[src/rtl/miicc_pkg.sv]
package miicc_pkg;
  typedef enum logic [1:0] {
    SQ_IDLE  = 2'd0,
    SQ_WAIT  = 2'd1,
    SQ_PULSE = 2'd2
  } sqe_state_e;
endpackage

[src/rtl/miicc_coll_qual.sv]
module miicc_coll_qual #(
  parameter int QUAL_BITS = 7
) (
  input  logic clk,
  input  logic rst,
  input  logic tx_busy,
  input  logic rx_busy,
  input  logic spd_100,
  input  logic full_dpx,
  input  logic bit_tick,
  output logic coll_hit
);
  localparam int CW = $clog2(QUAL_BITS + 1);
  localparam logic [CW-1:0] QMAX = CW'(QUAL_BITS);

  logic [CW-1:0] cnt_q, cnt_d;
  logic          lead_q;
  logic          overlap;

  assign overlap = !full_dpx && tx_busy && rx_busy;

  // bit strobes counted while the overlap lasts, saturating at the limit
  always_comb begin
    if (!overlap)
      cnt_d = '0;
    else if (bit_tick && (cnt_q != QMAX))
      cnt_d = cnt_q + 1'b1;
    else
      cnt_d = cnt_q;
  end

  // receive-led: receive was busy before transmit started
  always_ff @(posedge clk) begin
    if (rst) begin
      cnt_q  <= '0;
      lead_q <= 1'b0;
    end else begin
      cnt_q  <= cnt_d;
      lead_q <= rx_busy && (lead_q || !tx_busy);
    end
  end

  assign coll_hit = overlap && (spd_100 || lead_q || (cnt_d == QMAX));
endmodule

[src/rtl/miicc_sqe_gen.sv]
module miicc_sqe_gen
  import miicc_pkg::*;
#(
  parameter int SQE_DLY = 10,
  parameter int SQE_WID = 10
) (
  input  logic clk,
  input  logic rst,
  input  logic tx_busy,
  input  logic spd_100,
  input  logic full_dpx,
  input  logic sqe_en,
  input  logic bit_tick,
  output logic sqe_next
);
  localparam int MAXC = (SQE_DLY > SQE_WID) ? SQE_DLY : SQE_WID;
  localparam int TW   = (MAXC > 1) ? $clog2(MAXC) : 1;
  localparam logic [TW-1:0] DLY_LAST = TW'(SQE_DLY - 1);
  localparam logic [TW-1:0] WID_LAST = TW'(SQE_WID - 1);

  sqe_state_e    st_q, st_d;
  logic [TW-1:0] tc_q, tc_d;
  logic          tx_prev;

  always_comb begin
    st_d = st_q;
    tc_d = tc_q;
    if (tx_busy) begin
      st_d = SQ_IDLE;
      tc_d = '0;
    end else begin
      unique case (st_q)
        SQ_IDLE: begin
          if (tx_prev && sqe_en && !spd_100 && !full_dpx) begin
            st_d = SQ_WAIT;
            tc_d = '0;
          end
        end
        SQ_WAIT: begin
          if (bit_tick) begin
            if (tc_q == DLY_LAST) begin
              st_d = SQ_PULSE;
              tc_d = '0;
            end else begin
              tc_d = tc_q + 1'b1;
            end
          end
        end
        SQ_PULSE: begin
          if (bit_tick) begin
            if (tc_q == WID_LAST) begin
              st_d = SQ_IDLE;
              tc_d = '0;
            end else begin
              tc_d = tc_q + 1'b1;
            end
          end
        end
        default: begin
          st_d = SQ_IDLE;
          tc_d = '0;
        end
      endcase
    end
  end

  always_ff @(posedge clk) begin
    if (rst) begin
      st_q    <= SQ_IDLE;
      tc_q    <= '0;
      tx_prev <= 1'b0;
    end else begin
      st_q    <= st_d;
      tc_q    <= tc_d;
      tx_prev <= tx_busy;
    end
  end

  assign sqe_next = (st_d == SQ_PULSE) && sqe_en && !spd_100;
endmodule

[src/rtl/miicc_crs_gen.sv]
module miicc_crs_gen (
  input  logic clk,
  input  logic rst,
  input  logic tx_busy,
  input  logic rx_dvalid,
  input  logic rx_eop,
  input  logic full_dpx,
  output logic crs_next
);
  logic car_q, car_d;

  // end of packet takes priority over a new valid-data indication
  always_comb begin
    if (rx_eop)
      car_d = 1'b0;
    else
      car_d = car_q || rx_dvalid;
  end

  always_ff @(posedge clk) begin
    if (rst)
      car_q <= 1'b0;
    else
      car_q <= car_d;
  end

  assign crs_next = car_d || (!full_dpx && tx_busy);
endmodule

[src/rtl/mii_colcrs_gen.sv]
module mii_colcrs_gen #(
  parameter int QUAL_BITS = 7,
  parameter int SQE_DLY   = 10,
  parameter int SQE_WID   = 10
) (
  input  logic clk,
  input  logic rst,
  input  logic tx_busy,
  input  logic rx_busy,
  input  logic rx_dvalid,
  input  logic rx_eop,
  input  logic spd_100,
  input  logic full_dpx,
  input  logic sqe_en,
  input  logic bit_tick,
  output logic col,
  output logic crs
);
  logic coll_hit, sqe_next, crs_next;

  miicc_coll_qual #(.QUAL_BITS(QUAL_BITS)) u_qual (
    .clk(clk), .rst(rst), .tx_busy(tx_busy), .rx_busy(rx_busy),
    .spd_100(spd_100), .full_dpx(full_dpx), .bit_tick(bit_tick),
    .coll_hit(coll_hit)
  );

  miicc_sqe_gen #(.SQE_DLY(SQE_DLY), .SQE_WID(SQE_WID)) u_sqe (
    .clk(clk), .rst(rst), .tx_busy(tx_busy), .spd_100(spd_100),
    .full_dpx(full_dpx), .sqe_en(sqe_en), .bit_tick(bit_tick),
    .sqe_next(sqe_next)
  );

  miicc_crs_gen u_crs (
    .clk(clk), .rst(rst), .tx_busy(tx_busy), .rx_dvalid(rx_dvalid),
    .rx_eop(rx_eop), .full_dpx(full_dpx), .crs_next(crs_next)
  );

  always_ff @(posedge clk) begin
    if (rst) begin
      col <= 1'b0;
      crs <= 1'b0;
    end else begin
      col <= !full_dpx && (coll_hit || sqe_next);
      crs <= crs_next;
    end
  end
endmodule

[config.mk]
export PLATFORM = sky130hd
export DESIGN_NAME = mii_colcrs_gen
export DESIGN_NICKNAME = d
export VERILOG_FILES = /design/src/rtl/miicc_pkg.sv /design/src/rtl/miicc_coll_qual.sv /design/src/rtl/miicc_sqe_gen.sv /design/src/rtl/miicc_crs_gen.sv /design/src/rtl/mii_colcrs_gen.sv
export SDC_FILE = /design/constraint.sdc
export NUM_CORES = 1
export LEC_CHECK = 0
export BUFFER_PORTS_ARGS = -buffer_cell sky130_fd_sc_hd__buf_2
export CORE_MARGIN = 1.5
export CORE_UTILIZATION = 50
export CTS_BUF_LIST = sky130_fd_sc_hd__clkbuf_8
export CTS_CLUSTER_DIAMETER = 40
export DETAILED_ROUTE_END_ITERATION = 7
export HOLD_SLACK_MARGIN = 0.15
export PLACE_DENSITY = 0.71
export RECOVER_POWER = 25
export SLEW_MARGIN = 30
export SYNTH_ARGS = -nofsm -noshare
export SYNTH_HDL_FRONTEND = slang
export SYNTH_SLANG_ARGS = --single-unit
[constraint.sdc]
create_clock -name clk -period 2.8 [get_ports clk]
set_input_delay 0.84 -clock clk [delete_from_list [all_inputs] [get_ports clk]]
set_output_delay 0.84 -clock clk [all_outputs]
set_load 0.01 [all_outputs]
=== After elaboration in Yosys (flattened, before gate mapping) ===
Index checks and enable logic that the tools add are counted.

* Register bits: 14
* Input port bits: 10
* Output and inout port bits: 2
* Word-level logic and storage cells: 56

* $add $sub $neg: 2
* Eq/ne operators: 8
* Multiplexer cells: 14
* Reduce and logical (&&, ||, !) cells: 24

{| class="wikitable"
|+ Operator list
! cell !! count
|-
| two-way mux 2 bit || 6
|-
| two-way mux 4 bit || 3
|-
| logical AND 1 bit || 11
|-
| case mux 4 bit (2 select lines) || 1
|-
| logical OR 1 bit || 6
|-
| two-way mux 3 bit || 2
|-
| case mux 2 bit (3 select lines) || 1
|-
| adder 4 x 1 -> 4 bit (second input constant) || 1
|-
| equality test 2 bit (second input constant) || 2
|-
| equality test 4 bit (second input constant) || 1
|-
| != test 2 x 1 -> 1 bit (second input constant) || 2
|-
| OR reduction 2 bit || 2
|-
| adder 3 x 1 -> 3 bit (second input constant) || 1
|-
| equality test 3 bit (second input constant) || 1
|-
| logical NOT 1 bit || 3
|-
| != test 3 bit (second input constant) || 1
|-
| equality test 2 x 1 -> 1 bit (second input constant) || 1
|-
| logical NOT 2 bit || 1
|-
| AND reduction 2 bit || 1
|-
| two-way mux 1 bit || 1
|}

=== Longest topological paths before layout ===
Gate-level depths: netlist of run 1.

* Depth in word-level cells: 11
* Mapped depth: 7

=== By module ===
Synthesis of run 1 repeated with hierarchy kept, for this count alone.

* Cell total of the unflattened synthesis: 79
* Area, all modules: 767.0 µm²

{| class="wikitable"
|+ Modules (own cells, without submodules)
! module !! instances !! cells an instance !! area each (µm²)
|-
| miicc_sqe_gen || 1 || 46 || 437.9
|-
| miicc_coll_qual || 1 || 23 || 215.2
|-
| mii_colcrs_gen || 1 || 5 || 60.1
|-
| miicc_crs_gen || 1 || 5 || 53.8
|}

=== Worst setup path before layout of run 1 ===
OpenSTA, ideal clock, no wires.

* Path kind: input to register
* Start: input spd_100
* End: register u_sqe.tc_q[3]
* Library setup time: 0.115 ns
* Arrival time: 1.553 ns
* Required time: 2.685 ns
* Slack: 1.132 ns
* Cell stages on the path: 4
* Buffers on the path: 0
* Cell sequence: nand4bb_4 > a211oi_1 > xnor2_1 > nor2_1

* Word-level cells in the longest chain between the ends: 5

{| class="wikitable"
|+ Ends and longest elaborated chain
! element !! RTL line !! source
|-
| from (decl) || mii_colcrs_gen.sv:12 || <nowiki>input logic spd_100,</nowiki>
|-
| logical NOT 1 bit || miicc_sqe_gen.sv:34 || <nowiki>if (tx_prev && sqe_en && !spd_100 && !full_dpx) begin</nowiki>
|-
| logical AND 1 bit (2 in series) || miicc_sqe_gen.sv:34 ||
|-
| != test 2 x 1 -> 1 bit (no source line) || - ||
|-
| AND reduction 2 bit (no source line) || - ||
|-
| to (signal assigned) || miicc_sqe_gen.sv:74 || <nowiki>tc_q <= tc_d;</nowiki>
|-
| to (decl) || miicc_sqe_gen.sv:22 || <nowiki>logic [TW-1:0] tc_q, tc_d;</nowiki>
|}

No other way between the ends.
A chain may end at the register's enable or synchronous reset.

=== Worst setup path after layout of run 1 ===
* Start: register u_qual.cnt_q[0]
* End: register col

* Word-level cells in the longest chain between the ends: 9
* Elaborated cells between the ends (all ways): 10
* Those cells by class: add/sub (1); eq/ne (2); mux (2); reduce/logical (5)

{| class="wikitable"
|+ Ends and longest elaborated chain
! element !! RTL line !! source
|-
| from (decl) || miicc_coll_qual.sv:16 || <nowiki>logic [CW-1:0] cnt_q, cnt_d;</nowiki>
|-
| from (signal assigned) || miicc_coll_qual.sv:38 || <nowiki>cnt_q <= cnt_d;</nowiki>
|-
| parallel branches: the longest is 2 deep, another holds adder 3 x 1 -> 3 bit || - ||
|-
| two-way mux 3 bit * || miicc_coll_qual.sv:26 || <nowiki>else if (bit_tick && (cnt_q != QMAX))</nowiki>
|-
| two-way mux 3 bit * || miicc_coll_qual.sv:24 || <nowiki>if (!overlap)</nowiki>
|-
| equality test 3 bit * || miicc_coll_qual.sv:43 || <nowiki>assign coll_hit = overlap && (spd_100 || lead_q || (cnt_d == QMAX));</nowiki>
|-
| logical OR 1 bit * || miicc_coll_qual.sv:43 ||
|-
| logical AND 1 bit * || miicc_coll_qual.sv:43 ||
|-
| logical OR 1 bit * || mii_colcrs_gen.sv:43 || <nowiki>col <= !full_dpx && (coll_hit || sqe_next);</nowiki>
|-
| logical AND 1 bit * || mii_colcrs_gen.sv:43 ||
|-
| to (signal assigned) || mii_colcrs_gen.sv:43 ||
|-
| to (decl) || mii_colcrs_gen.sv:16 || <nowiki>output logic col,</nowiki>
|}

Mark *: on every way between the ends.

==> summary.txt, run 1 <==
Core Box Area: 0.00135 sq mm
post-synth top area cell: dfxtp_1
Top delay family on crit path: simple AND/OR/NAND/NOR gates
Post-Syn Instances: 76
f_max: 587 MHz
Top-Level Pins: 12
share of cells above drive strength 1: 18.0%
Clk Latency, worst-skew pair: 0.24 ns
grt met3 use: 3.91%
Resize count post-CTS: 0
drt wl/cell: 12.0 um
Worst Skew: 0.000257 ns
Clock transition at path regs: 0.06 ns
Remaining Overflow, GRT: 0
Seq cells post-synth: 14
Syn Area/Cell: 9.83 sq um
Critical path buffers and inverters: 0
Crit. End Element: register
final wirelength: 1250 um
vias in the first global route: 574
final core occ: 62.8%
outcome: complete, no violations
share of the synthesized area in the top cell type: 37.5%
Post-Syn Area: 747 sq um
Async SR Flop Fraction: 0%
largest cells by area after synthesis: dfxtp_1 38%, ha_1 13%, nor2_1 4.5%, nand4bb_4 3.7%, xnor2_1 3.5%
H-tree levels: 1
TNS Setup: 0 ns
Worst EP arrival: 1.89 ns
part of the cycle the worst path needs: 60.8%
number of buffers on the longest clock path: 2
DR pass1 iterations: 4
slowest library cell on the worst path: or3_1
initial DRC count: 7
pwr/cell area: 470 mW/mm^2
Sink Count: 14
Starting Density: 55.3%
met2 usage: 26.3%
fin area: 848 sq um
DP Area: 810 sq um
post-route minimum period: 1.70 ns
DP Wirelength: 980 um
most common cell in the netlist: dfxtp_1
EDFF count, synth: 0
Final Hold Fails: 0
critical path depth in cells: 6
first-pass GRT wire length: 2330 um
top cells by instance count after synthesis: 14 x dfxtp_1, 9 x nor2_1, 8 x ha_1, 6 x inv_1
peak supply drop: 334 uV
Multi-input gate area: 433 sq um
number of antenna violations at the first check in global routing: 0
vias per cell: 5.34
gr usage total: 17.4%
Worst Path Max Fanout: 5
leakage: 0.381 nW
NumNets Final: 109
Primary FF master, synth: dfxtp_1
Cell Chain, Critical Path: ha_1 -> ha_1 -> nand2b_1 -> or3_1 -> a31oi_1 -> a41o_1
ANT cells: 0
area grow syn2layout: 13.6%
root buf cell: clkbuf_8
Final Hold Slack: 0.478 ns
Relative slew margins: 83.2%
Hold WC Path Type: register to register
WP data required: 2.99 ns
die footprint: 0.00173 sq mm
FP Rows: 13
hold depth: 2
drt drc: 0
post-CTS setup buffers: 0
Ys Warns: 0
gpl congestion: 0.794
die height: 41.7 um
port bufs: 11
final setup vio count: 0
Vias: 555
M1 GR Usage: 22.9%
RSZ-0062 raised after global routing: false
CTS tree: done
largest net degree at the start of global routing: 8
register area share after synthesis: 37.5%
antenna-violating nets left: 0
MaxCap Viol Count: 0
Worst path max stage delay: 0.39 ns
worst reg-to-reg path cell count: 6
CTS hold repair buffers: 0
busiest grt layer: met2
Syn Nets: 94
critical path type: register to register
Register Area: 280 sq um
Chip Width: 41.7 um
cts bufs inserted: 3
post-synth cell types: 32
max-slew violation total from the final report: 0
type of origin of the critical path: register
fill count: 113
most frequent CP cell: ha_1
Slew @ Worst Pin: 0.250 ns
==> metal layers <==
metal / vias up / part of all wire [%]
met4: 0 / 1.8
met2: 11 / 44
met5: - / 0
met1: 248 / 50
met3: 4 / 3.7
li1: 292 / -
==> worst min-delay path, delay by kind of cell, from the launching register on <==
family / cells / cell delay [ns]
flip-flops: 1 / 0.30
AND/OR/NAND/NOR: 2 / 0.13
==> layout make-up <==
class,instances,share of cell area [%]
clock buffer,3,4.87
inverter,6,2.65
multi-input combinational,55,51.0
sequential,14,33.0
tap,15,2.21
timing repair buffer,11,6.19
==> final timing paths <==
kind                                 startpoint          end  slack, ns
worst min register to register      u_crs.car_q  u_crs.car_q       0.48
worst max-delay path            u_qual.cnt_q[0]          col       1.10
worst min-delay path                u_crs.car_q  u_crs.car_q       0.48
worst max register to register  u_qual.cnt_q[0]          col       1.10
==> report_power, final <==
group	switching [mW]	total [mW]	internal, mW
clock	0.0680	0.163	0.0951
combinational	0.0154	0.0300	0.0146
sequential	0.00205	0.206	0.204
total	0.0854	0.399	0.313
==> cells in the final DEF, fill, tap and decap left out, drive strengths merged, types with 2 or more instances in the layout <==
| master | count |
|---|---|
| clkbuf | 5 |
| a21oi | 2 |
| nor2b | 3 |
| a22oi | 2 |
| ha | 8 |
| nand4 | 2 |
| a211oi | 3 |
| mux2i | 2 |
| nor3 | 2 |
| dfxtp | 14 |
| or3 | 2 |
| nand2b | 2 |
| inv | 6 |
| nand2 | 2 |
| nor2 | 9 |
| buf | 9 |
| xnor2 | 3 |
==> cells by family after synthesis <==
group	synth area share, %
simple gates	23.3
mux	2.68
fa+ha+maj	13.4
buf+inv	4.52
xor+xnor	4.69
flops	37.5
compound gates	13.9
==> flip-flops by register name, summed over array words and instances, names as in the netlist <==
| register | flops |
|---|---|
| u_sqe.tx_prev | 1 |
| u_sqe.tc_q | 4 |
| u_crs.car_q | 1 |
| u_qual.lead_q | 1 |
| crs | 1 |
| u_sqe.st_q | 2 |
| col | 1 |
| u_qual.cnt_q | 3 |
==> through the flow <==
stage | worst slack [ns] | total power, mW | instances
6_report | 1.10 | 0.399 | 104
3_3_place_gp | 0.943 | 0.240 | 101
4_1_cts | 1.10 | 0.402 | 104
5_1_grt | 0.959 | 0.417 | 104
3_5_place_dp | 0.926 | 0.241 | 101
2_1_floorplan | 1.13 | 0.228 | 76
(Power assumes the default switching activity.)
==> run 2: changes to the inputs <==
ABC_AREA = 1   (was unset)
PLACE_DENSITY = 0.73   (was 0.71)
clock period = 1.4 ns   (was 2.8 ns; I/O delays follow)
==> summary.txt, run 2 <==
final core occ: 73.9%
Seq cells post-synth: 14
antenna-violating nets left: 0
EDFF count, synth: 0
setup slack, reg-to-reg: -0.0003 ns
Final Hold Fails: 0
critical path type: register to register
FP Rows: 14
hold path startpoint: rx_busy
top cells by instance count after synthesis: 21 x nand2_1, 20 x nor2_1, 18 x inv_1, 14 x dfxtp_1
drt wl/cell: 12.0 um
Cells after DPL: 146
post-synth cell types: 17
Cell Chain, Critical Path: ha_4 -> ha_4 -> inv_4 -> nand2_4 -> nand2_1 -> o21ai_2 -> buf_4 -> buf_4 -> nor3_1
post-synth top area cell: dfxtp_1
worst reg-to-reg path cell count: 9
H-tree levels: 1
gr usage total: 21.8%
final wirelength: 1870 um
peak supply drop: 648 uV
largest net degree at the start of global routing: 12
number of buffers on the longest clock path: 2
Clk Latency, worst-skew pair: 0.24 ns
Core Box Area: 0.00147 sq mm
post-route minimum period: 1.40 ns
type of origin of the critical path: register
Primary FF master, synth: dfxtp_1
Relative slew margins: 65.7%
Ys Warns: 0
gpl congestion: 0.806
vias in the first global route: 768
Tot Pwr: 902 uW
FF-to-FF End: u_qual.cnt_q[1]
worst flop-to-flop path startpoint: u_qual.cnt_q[1]
area grow syn2layout: 39.9%
Syn Nets: 130
root buf cell: clkbuf_8
part of the cycle the worst path needs: 100%
f_max: 714 MHz
Top-Level Pins: 12
largest cells by area after synthesis: dfxtp_1 36%, ha_1 13%, nand2_1 10%, nor2_1 9.7%, inv_1 8.7%
ANT cells: 0
Crit. End Element: register
Vias: 787
Worst Skew: 0.00255 ns
number of antenna violations at the first check in global routing: 0
hold depth: 3
Worst EP arrival: 1.56 ns
pwr/cell area: 830 mW/mm^2
NumNets Final: 158
drt drc: 0
Hold WC Path Type: primary input to register
most common cell in the netlist: nand2_1
non-filler cells, final: 155
Biggest register: u_sqe.tc_q
MaxCap Viol Count: 0
Critical path buffers and inverters: 3
DR pass1 iterations: 4
Worst Path Max Fanout: 4
fill count: 111
Starting Density: 52.8%
Top Registers: u_sqe.tc_q x4, u_qual.cnt_q x3, u_sqe.st_q x2
Slew @ Worst Pin: 0.515 ns
die footprint: 0.00180 sq mm
die height: 42.4 um
Final WS setup: -0.000319 ns
max-slew violation total from the final report: 0
Hold EP: u_qual.lead_q
commonest non-fill, non-tap cells in the layout: 19 x nor2_1, 16 x nand2_1, 14 x inv_1
Post-Syn Instances: 112
Top delay family on crit path: flip-flops
Chip Width: 42.4 um
share of cells above drive strength 1: 38.1%
Syn Area/Cell: 6.94 sq um
cts bufs inserted: 3
slowest library cell on the worst path: dfxtp_2
DRT met1 WL: 842 um
initial DRC count: 21
DP Wirelength: 1240 um
Remaining Overflow, GRT: 0
vias per cell: 5.08
max reg flops: 4
Worst path max stage delay: 0.34 ns
port bufs: 11
CTS hold repair buffers: 0
leakage: 0.508 nW
Async SR Flop Fraction: 0%
RSZ-0062 raised after global routing: true
highest metal used: met4
met3 WL: 59 um
WP data required: 1.56 ns
CTS tree: done
outcome: finished, violations left
Post-Syn Area: 777 sq um
pre-CTS setup slack: -0.0528 ns
met2 wire length: 953 um
register area share after synthesis: 36.1%
first-pass GRT wire length: 2980 um
most common cell after layout, fill and taps aside: nor2_1
Clock transition at path regs: 0.06 ns
share of the synthesized area in the top cell type: 36.1%
Sink Count: 14
final setup vio count: 1
failing checks: setup timing
-- run 2: cell types whose count changed in the layout (fill, tap and decap cells not counted), sizes merged, moves of 3 or more --
cell   change
inv       +13
nand2     +19
xnor2      -3
nor3       +4
nor2      +11
buf       +14
nand3      +7
o21ai      +4
nor2b      -3
-- run 2: power by group --
| group | switching [mW] | leakage, nW | total (mW) | internal, mW |
|---|---|---|---|---|
| clock network | 0.141 | 0.0288 | 0.390 | 0.249 |
| registers | 0.00410 | 0.116 | 0.411 | 0.407 |
| logic | 0.0552 | 0.364 | 0.101 | 0.0454 |
-- run 2: cell type report --
class / count / area (sq um) / share of cell area, %
Clock buffer: 4 / 55.1 / 5.06
Inverter: 19 / 73.8 / 6.79
Timing Repair Buffer: 24 / 155 / 14.3
Tap cell: 16 / 20.0 / 1.84
Sequential cell: 14 / 285 / 26.2
Multi-Input combinational cell: 78 / 498 / 45.8
-- run 2: cells by family after synthesis --
| kind of cell | count (synthesis) | share of synthesized area, % |
|---|---|---|
| AO/OA/AOI/OAI | 11 | 9.02 |
| buffers and inverters | 20 | 9.66 |
| adder cells (fa/ha/maj) | 8 | 12.9 |
| AND/OR/NAND/NOR | 59 | 32.4 |
| flip-flops | 14 | 36.1 |
-- run 2: routing by layer --
layer | vias to the layer above | GRT usage (%)
met5 | - | 0
met4 | 0 | 10.6
met3 | 2 | 6.47
met2 | 14 | 38.8
met1 | 361 | 23.0
li1 | 410 | -
-- run 2: worst max path at each step --
stage / startpoint / endpoint / slack [ns] / cells past startpoint
after detailed placement: u_qual.cnt_q[0] / col / -0.05 / 11
after CTS: u_qual.cnt_q[0] / col / 0.002 / 9
after global routing: u_qual.cnt_q[1] / col / -0.06 / 11
after global placement: u_sqe.st_q[0] / col / -0.02 / 9
after floorplan: u_sqe.st_q[0] / col / 0.04 / 9
final: u_qual.cnt_q[1] / u_qual.cnt_q[1] / -0.0003 / 9
-- run 2: repair_timing --
item / 4_1_cts / 5_1_grt
setup endpoints to repair: 5 / 6
pin swaps: 7 / 13
hold endpoints to repair: 0 / 0
buffers inserted: 2 / 3
gates resized for setup: 13 / 15
-- run 2: worst reg2reg max path, stage by stage (launching register included) --
cell and delay [ns]:
dfxtp_2 0.34, ha_4 0.16, ha_4 0.15, inv_4 0.07
nand2_4 0.07, nand2_1 0.10, o21ai_2 0.07, buf_4 0.13
buf_4 0.12, nor3_1 0.12
-- run 2: through the flow --
stage	hold WS (ns)	TNS, ns	instance area [sq um]
2_1_floorplan	0.451	0	777
3_3_place_gp	0.465	-0.0223	908
5_1_grt	0.457	-0.215	1090
6_report	0.432	-0.000319	1090
4_1_cts	0.425	0	1010
3_5_place_dp	0.477	-0.125	908
